--- src/rtl/bcg_pkg.sv ---
// Shared definitions for the burst column address generator.
// Assumes: length codes as listed in the brief; other codes are reserved.
package bcg_pkg;
    typedef enum logic [2:0] {
        LEN_1    = 3'd0,
        LEN_2    = 3'd1,
        LEN_4    = 3'd2,
        LEN_8    = 3'd3,
        LEN_PAGE = 3'd7
    } len_code_e;

    // Width of the log2 burst length value for a given column width.
    function automatic int lg_width(input int col_w);
        return $clog2(col_w + 1);
    endfunction
endpackage

--- src/rtl/bcg_mode_decode.sv ---
// Mode decode: turns the length code, ordering bit and single-write setting
// into the low-bit mask that the burst walks and a full-page flag.
// Assumes: inputs are sampled by the caller together with the command.
module bcg_mode_decode #(
    parameter int COL_W = 9
) (
    input  logic [2:0]       len_code,
    input  logic             ileave,
    input  logic             is_write,
    input  logic             single_wr,
    output logic [COL_W-1:0] mask,
    output logic             full,
    output logic             ileave_eff
);
    import bcg_pkg::*;

    localparam int LGW = lg_width(COL_W);

    logic             one_beat_wr;
    logic [LGW-1:0]   len_lg;

    // Decide the log2 burst length for finite codes.
    always_comb begin
        one_beat_wr = is_write && single_wr;
        full        = (len_code == LEN_PAGE) && !one_beat_wr;
        len_lg      = '0;
        if (!one_beat_wr) begin
            case (len_code)
                LEN_2:   len_lg = LGW'(1);
                LEN_4:   len_lg = LGW'(2);
                LEN_8:   len_lg = LGW'(3);
                default: len_lg = '0;
            endcase
        end
        ileave_eff = ileave && !full;
    end

    // Build the low-bit mask one bit at a time.
    for (genvar b = 0; b < COL_W; b++) begin : g_mask
        assign mask[b] = full || (LGW'(b) < len_lg);
    end
endmodule

--- src/rtl/bcg_beat_counter.sv ---
// Beat counter: tracks whether a burst is running, which beat it is on,
// and whether the current beat is the final one of a finite burst.
// Assumes: mask_in is a contiguous run of low ones; start wins over term.
module bcg_beat_counter #(
    parameter int COL_W = 9
) (
    input  logic             clk,
    input  logic             rst_n,
    input  logic             start,
    input  logic             term,
    input  logic [COL_W-1:0] mask_in,
    input  logic             full_in,
    output logic             active,
    output logic [COL_W-1:0] beat_idx,
    output logic [COL_W-1:0] mask_q,
    output logic             full_q,
    output logic             last
);
    // Final beat of a finite burst.
    assign last = active && !full_q && (beat_idx == mask_q);

    // Advance, restart or stop the burst once per cycle.
    always_ff @(posedge clk) begin
        if (!rst_n) begin
            active   <= 1'b0;
            beat_idx <= '0;
            mask_q   <= '0;
            full_q   <= 1'b0;
        end else if (start) begin
            active   <= 1'b1;
            beat_idx <= '0;
            mask_q   <= mask_in;
            full_q   <= full_in;
        end else if (term) begin
            active   <= 1'b0;
        end else if (active) begin
            if (last) begin
                active <= 1'b0;
            end
            beat_idx <= beat_idx + 1'b1;
        end
    end

    // a finite burst never counts past its length.
    a_r2_idx_bound: assert property (@(posedge clk) disable iff (!rst_n)
        (active && !full_q) |-> (beat_idx <= mask_q));

    // after the final beat, the burst stops unless restarted.
    a_r6_stop_after_last: assert property (@(posedge clk) disable iff (!rst_n)
        (last && !start) |=> !active);
endmodule

--- src/rtl/bcg_addr_order.sv ---
// Address ordering: forms the column of a beat from the start column, the
// beat index and the mask, in sequential or interleaved order.
// Assumes: bits outside the mask keep the start column unchanged.
module bcg_addr_order #(
    parameter int COL_W = 9
) (
    input  logic [COL_W-1:0] base,
    input  logic [COL_W-1:0] idx,
    input  logic [COL_W-1:0] mask,
    input  logic             ileave,
    output logic [COL_W-1:0] col
);
    logic [COL_W-1:0] seq_sum;

    // Sequential offset; carries out of the mask are discarded per bit below.
    always_comb seq_sum = base + idx;

    // Choose the source of each column bit.
    for (genvar b = 0; b < COL_W; b++) begin : g_bit
        assign col[b] = !mask[b] ? base[b]
                      : (ileave ? (base[b] ^ idx[b]) : seq_sum[b]);
    end
endmodule

--- src/rtl/burst_col_gen.sv ---
// Burst column address generator top: captures the command and mode,
// then presents one column per cycle until the burst ends or is cut.
// Assumes: cmd_start and term are single-cycle strobes from the controller.
module burst_col_gen #(
    parameter int COL_W = 9
) (
    input  logic             clk,
    input  logic             rst_n,
    input  logic [2:0]       len_code,
    input  logic             ileave,
    input  logic             single_wr,
    input  logic             cmd_start,
    input  logic             cmd_write,
    input  logic [COL_W-1:0] cmd_col,
    input  logic             term,
    output logic             beat_valid,
    output logic [COL_W-1:0] beat_col,
    output logic             beat_last
);
    logic [COL_W-1:0] dec_mask;
    logic             dec_full;
    logic             dec_ileave;
    logic [COL_W-1:0] base_q;
    logic             ileave_q;
    logic             active;
    logic [COL_W-1:0] beat_idx;
    logic [COL_W-1:0] mask_q;
    logic             full_q;
    logic             last;

    bcg_mode_decode #(.COL_W(COL_W)) u_decode (
        .len_code   (len_code),
        .ileave     (ileave),
        .is_write   (cmd_write),
        .single_wr  (single_wr),
        .mask       (dec_mask),
        .full       (dec_full),
        .ileave_eff (dec_ileave)
    );

    // Hold the start column and ordering for the whole burst.
    always_ff @(posedge clk) begin
        if (!rst_n) begin
            base_q   <= '0;
            ileave_q <= 1'b0;
        end else if (cmd_start) begin
            base_q   <= cmd_col;
            ileave_q <= dec_ileave;
        end
    end

    bcg_beat_counter #(.COL_W(COL_W)) u_count (
        .clk      (clk),
        .rst_n    (rst_n),
        .start    (cmd_start),
        .term     (term),
        .mask_in  (dec_mask),
        .full_in  (dec_full),
        .active   (active),
        .beat_idx (beat_idx),
        .mask_q   (mask_q),
        .full_q   (full_q),
        .last     (last)
    );

    bcg_addr_order #(.COL_W(COL_W)) u_order (
        .base   (base_q),
        .idx    (beat_idx),
        .mask   (mask_q),
        .ileave (ileave_q),
        .col    (beat_col)
    );

    assign beat_valid = active;
    assign beat_last  = last;

    // the last flag only accompanies a valid beat.
    a_r6_last_valid: assert property (@(posedge clk) disable iff (!rst_n)
        beat_last |-> beat_valid);

    // no last flag while a full page is running.
    a_r6_no_last_page: assert property (@(posedge clk) disable iff (!rst_n)
        full_q |-> !beat_last);

    // a terminate without a command empties the output next cycle.
    a_r7_term_stops: assert property (@(posedge clk) disable iff (!rst_n)
        (term && !cmd_start) |=> !beat_valid);

    // a command always yields its own start column as beat 0.
    a_r9_start_col: assert property (@(posedge clk) disable iff (!rst_n)
        cmd_start |=> (beat_valid && beat_col == $past(cmd_col)));

    // an undisturbed full page steps by one column per cycle.
    a_r5_page_step: assert property (@(posedge clk) disable iff (!rst_n)
        (beat_valid && full_q && !cmd_start && !term)
        |=> (beat_valid && beat_col == COL_W'($past(beat_col) + 1'b1)));
endmodule

--- config.mk ---
export PLATFORM = sky130hd
export DESIGN_NAME = burst_col_gen
export DESIGN_NICKNAME = d
export VERILOG_FILES = /design/src/rtl/bcg_pkg.sv /design/src/rtl/bcg_mode_decode.sv /design/src/rtl/bcg_beat_counter.sv /design/src/rtl/bcg_addr_order.sv /design/src/rtl/burst_col_gen.sv
export SDC_FILE = /design/constraint.sdc
export NUM_CORES = 1
export LEC_CHECK = 0
export CORE_MARGIN = 2
export CORE_UTILIZATION = 53
export CTS_BUF_LIST = sky130_fd_sc_hd__clkbuf_8
export DETAILED_ROUTE_END_ITERATION = 10
export MAX_ROUTING_LAYER = met4
export PLACE_DENSITY_LB_ADDON = 0.05
export REMOVE_ABC_BUFFERS = 1
export SYNTH_ARGS = -nofsm -noshare
export SYNTH_HDL_FRONTEND = slang
export SYNTH_SLANG_ARGS = --single-unit
--- constraint.sdc ---
create_clock -name clk -period 2.6 [get_ports clk]
set_input_delay 0.26 -clock clk [delete_from_list [all_inputs] [get_ports clk]]
set_output_delay 0.26 -clock clk [all_outputs]
set_load 0.01 [all_outputs]
Word level (Yosys, flattened, before mapping)
Cells that the tools add are included.
Storage, ports and cells
  register bits after elaboration: 30
  output and inout bits: 11
  logic and storage cells: 76
Cells by class
  reductions and logical operators: 19
  magnitude comparators: 9
  muxes and demuxes: 24
  bitwise operators: 11
  $add $sub $neg: 2
  equality and inequality tests: 5
Operator list (count)
  1-bit 2-to-1 mux: 22
  3-bit by 4-bit < comparator with 1-bit output (first input constant): 4
  9-bit by 1-bit adder with 9-bit output (second input constant): 1
  9-bit adder: 1
  9-bit equality test: 1
  1-bit logical OR: 9
  1-bit bitwise XOR: 9
  1-bit by 4-bit < comparator with 1-bit output (first input constant): 2
  2-bit by 4-bit < comparator with 1-bit output (first input constant): 2
  3-bit by 2-bit equality test with 1-bit output (second input constant): 2
  2-bit case mux with 3 select lines: 1
  1-bit logical AND: 5
  4-bit < comparator (first input constant): 1
  4-bit 2-to-1 mux: 1
  3-bit by 1-bit equality test with 1-bit output (second input constant): 1
  3-bit equality test (second input constant): 1
  1-bit zero test: 3
  1-bit NOT: 2
  2-bit AND reduction: 1
  2-bit OR reduction: 1

Logic depth before layout (Yosys ltp)
  depth in word-level cells: 7
  depth in mapped cells: 7
  depth with buffers taken out: 7

Cells and area by module
A second synthesis with hierarchy kept.
Second synthesis, totals
  cells, all modules: 205
  area, all modules: 1911.8 sq um
By module, submodules not included
  bcg_beat_counter: times used 1, cells each 97, area an instance 944.7 sq um
  bcg_addr_order: times used 1, cells each 63, area an instance 490.5 sq um
  burst_col_gen: times used 1, cells each 31, area an instance 374.1 sq um
  bcg_mode_decode: times used 1, cells each 14, area an instance 102.6 sq um

Least setup slack after synthesis
OpenSTA, ideal clock, no wires.
  path kind: flip-flop to output port
  from: register u_count.beat_idx[0]
  to: output beat_col[8]
  path buffers: 0
  data arrival time: 1.819 ns
  stages on the path, launching flop included: 8
  path slack: 0.521 ns
  cells stage by stage: dfxtp_1 ha_1 fa_1 a211oi_1 o21ai_0 nand2_1 mux2i_1 xor2_1
Between the ends
  longest elaborated chain between the ends: 3
Ends and longest elaborated chain
  start: declaration: line bcg_beat_counter.sv:14  | output logic [COL_W-1:0] beat_idx,
  start signal: assignment: line bcg_beat_counter.sv:40  | beat_idx <= beat_idx + 1'b1;
  9-bit adder: line bcg_addr_order.sv:16  | always_comb seq_sum = base + idx;
  1-bit 2-to-1 mux: line bcg_addr_order.sv:21  | : (ileave ? (base[b] ^ idx[b]) : seq_sum[b]);
  1-bit 2-to-1 mux: line bcg_addr_order.sv:20  | assign col[b] = !mask[b] ? base[b]
  end: declaration: line burst_col_gen.sv:17  | output logic [COL_W-1:0] beat_col,
No other way between the ends.

Worst setup path after layout
  from: register base_q[0]
  to: output beat_col[2]
Between the ends
  longest elaborated chain between the ends: 3
Ends and longest elaborated chain
  start: declaration: line burst_col_gen.sv:23  | logic [COL_W-1:0] base_q;
  start signal: assignment: line burst_col_gen.sv:47  | base_q <= cmd_col;
  9-bit adder: line bcg_addr_order.sv:16
  1-bit 2-to-1 mux: line bcg_addr_order.sv:21
  1-bit 2-to-1 mux: line bcg_addr_order.sv:20
No other way between the ends.

==> metrics.md <==
| Metric | Value |
|---|---|
| DRC Markers | 0 |
| Total grt overflow | 0 |
| Power density over the cells | 397 nW/um^2 |
| Total of max-cap violations | 0 |
| CP Launch Point | base_q[0] |
| CTS root buf | clkbuf_8 |
| Asr flop ratio synth | 0% |
| Primary FF master, synth | dfxtp_1 |
| Post-Route WL | 3290 um |
| Crit Reg-Reg Endpoint | u_count.active |
| Most frequent cells in the layout | 23 x dfxtp_1, 23 x clkdlybuf4s50_1, 19 x nor2_1 |
| Pin count of the biggest net entering global routing | 17 |
| Hold Path Class | flop to flop |
| Via/cell ratio | 5.64 |
| # diodes | 0 |
| Post-layout min period | 2.55 ns |
| Post-place setup slack | -0.0227 ns |
| Clk_lat worst skew | 0.26 ns |
| CTS clk-pin slew, worst paths | 0.08 ns |
| Crit path required time | 2.34 ns |
| Crit end category | primary output |
| WP data arrival | 2.29 ns |
| Outcome | completed |
| Fin Setup TNS | 0 ns |
| I/O pin cnt | 30 |
| Buffers on Ports | 29 |
| Vias in the first global route | 1,328 |
| Cell Area, Placed | 1850 um^2 |
| Hpwl dp | 2500 um |
| Max Clk Rate | 393 MHz |
| Global-route wire length before repair | 5750 um |
| Final Instance Area | 1920 um^2 |
| Final hold viol count | 0 |
| Relative slew slack | 66.2% |
| Area growth syn-to-layout | 30.2% |
| Final #Nets | 238 |
| Gr usage total | 23.0% |
| Die height | 56.7 um |
| Max-slew violation count | 0 |
| DIE AREA | 3220 um^2 |
| CTS tree | yes |
| CTS buffer count | 3 |
| Reg area | 482 um^2 |
| Synth Register Bits | 24 |
| Cell Rows | 19 |
| Initial drt markers | 61 |
| R2R depth | 5 |
| Tightest Pin Transition | 0.505 ns |
| IR Drop Worst-Case VDD | 396 uV |
| Critical Path Sink | beat_col[2] |
| Max FO, Critical Path | 2 |
| Seq/Total Area, Yosys | 32.6% |
| Distinct cells, synth | 38 |
| H-tree levels | 1 |
| Number of routed nets with antenna violations | 0 |
| Die W | 56.7 um |
| Clk buf depth | 2 |
| Number of flops mapped to enable cells by yosys | 0 |
| Synth warnings | 0 |
| Leak | 0.000863 uW |
| Core area | 2690 um^2 |
| Fillers | 231 |
| FF-to-FF setup slack | 0.99 ns |
| Area of the mapped netlist | 1470 um^2 |
| Initial antenna violation count | 0 |
| Avg Inst Size Synth | 8.71 um^2 |
| Final core occ | 71.4% |
| Final Skew | 0.00210 ns |
| Total power | 760 uW |
| Synth Instances | 169 |
| Wire per inst | 13.8 um |
| Final WS setup | 0.0543 ns |
| Worst r2r src | u_count.mask_q[7] |
| Final critical-path share of the clock period | 97.9% |
| Sink Count | 24 |
| Starting Density | 54.8% |
| Final setup violation count | 0 |
| Crit Path Class | flop to primary output |
| Multi-input combinational cell area | 977 um^2 |
| Crit path launch type | flop |
| Drt pass-1 iters | 4 |
| Via Count | 1,342 |
| Hold_buf cts | 0 |
| GP Congestion | 0.860 |
| Share of cells above drive strength 1 | 11.1% |
==> per-layer routing <==
layer	share of wire [%]	up-vias	track usage, %
li1	-	683	-
met1	45	627	27.9
met2	51	28	39.4
met3	3.2	4	3.46
met4	0.82	0	6.46
met5	0	-	-
==> where the power goes <==
part	switching [uW]	internal, uW
logic	64.0	85.1
clock network	113	104
registers	14.0	381
total	191	570
==> layout make-up <==
type | count | area share [%]
multi-input combinational | 138 | 51.0
sequential | 24 | 25.1
timing repair buffer | 40 | 19.3
clock buffer | 3 | 2.15
tap | 31 | 2.02
inverter | 2 | 0.392
==> worst min-delay path by stage <==
stage	startpoint	endpoint	slack (ns)	cells past startpoint
after global placement	u_count.mask_q[0]	u_count.mask_q[0]	0.51	2
after detailed placement	u_count.mask_q[0]	u_count.mask_q[0]	0.51	2
final	u_count.mask_q[0]	u_count.mask_q[0]	0.52	2
after global routing	u_count.mask_q[0]	u_count.mask_q[0]	0.54	2
after floorplan	rst_n	base_q[0]	0.39	1
after CTS	u_count.mask_q[0]	u_count.mask_q[0]	0.52	2
==> logic make-up (layout without fill, tap and decap cells) <==
| logic type | Yosys count | after routing | share of synthesized area, % |
|---|---|---|---|
| buf+inv | 7 | 45 | 2.04 |
| xor+xnor | 16 | 16 | 9.52 |
| fa+ha+maj | 11 | 11 | 9.69 |
| mux | 14 | 14 | 9.60 |
| flops | 24 | 24 | 32.6 |
| simple gates | 65 | 65 | 22.5 |
| compound gates | 32 | 32 | 14.0 |
==> synthesized netlist by cell type, types with 2 or more instances <==
| master | number | share of area, % |
|---|---|---|
| nand2_1 | 13 | 3.3 |
| a21boi_0 | 4 | 2.0 |
| xor2_1 | 10 | 5.9 |
| and4_1 | 2 | 1.2 |
| nor2b_1 | 13 | 5.5 |
| inv_1 | 2 | 0.51 |
| o21ai_0 | 4 | 1.4 |
| nor2_1 | 19 | 4.8 |
| nand2b_1 | 2 | 0.85 |
| clkbuf_1 | 2 | 0.51 |
| and3_1 | 2 | 0.85 |
| nor4_1 | 3 | 1.3 |
| a2111oi_0 | 2 | 1.2 |
| dfxtp_1 | 24 | 33 |
| mux2i_1 | 13 | 8.8 |
| a21o_1 | 2 | 1.0 |
| a21oi_1 | 12 | 4.1 |
| buf_2 | 3 | 1.0 |
| ha_1 | 9 | 7.6 |
| nand4_1 | 3 | 1.3 |
| xnor2_1 | 6 | 3.6 |
| nand3_1 | 3 | 1.0 |
==> state kept, by name, indices dropped and copies added, names as in the netlist <==
register and cells:
u_count.active 1, u_count.mask_q 4, ileave_q 1, u_count.beat_idx 9
base_q 9
==> critical path: stages (launching register included) <==
cell and delay (ns):
dfxtp_1 0.32, ha_1 0.23, fa_2 0.37, buf_4 0.15, nor2b_1 0.13, xnor2_1 0.12, a21oi_1 0.14, clkdlybuf4s50_1 0.56
==> through the flow <==
| step | hold slack, ns | cells |
|---|---|---|
| floorplan | 0.388 | 164 |
| global placement | 0.508 | 234 |
| detailed placement | 0.512 | 234 |
| CTS | 0.524 | 237 |
| global route | 0.543 | 238 |
| finish | 0.519 | 238 |
==> what timing repair did <==
item                       4_1_cts  5_1_grt
pin swaps                        0        6
buffers inserted                 0        1
resized for setup                5       11
setup endpoints to repair        5        7
(Power assumes the default switching activity.)
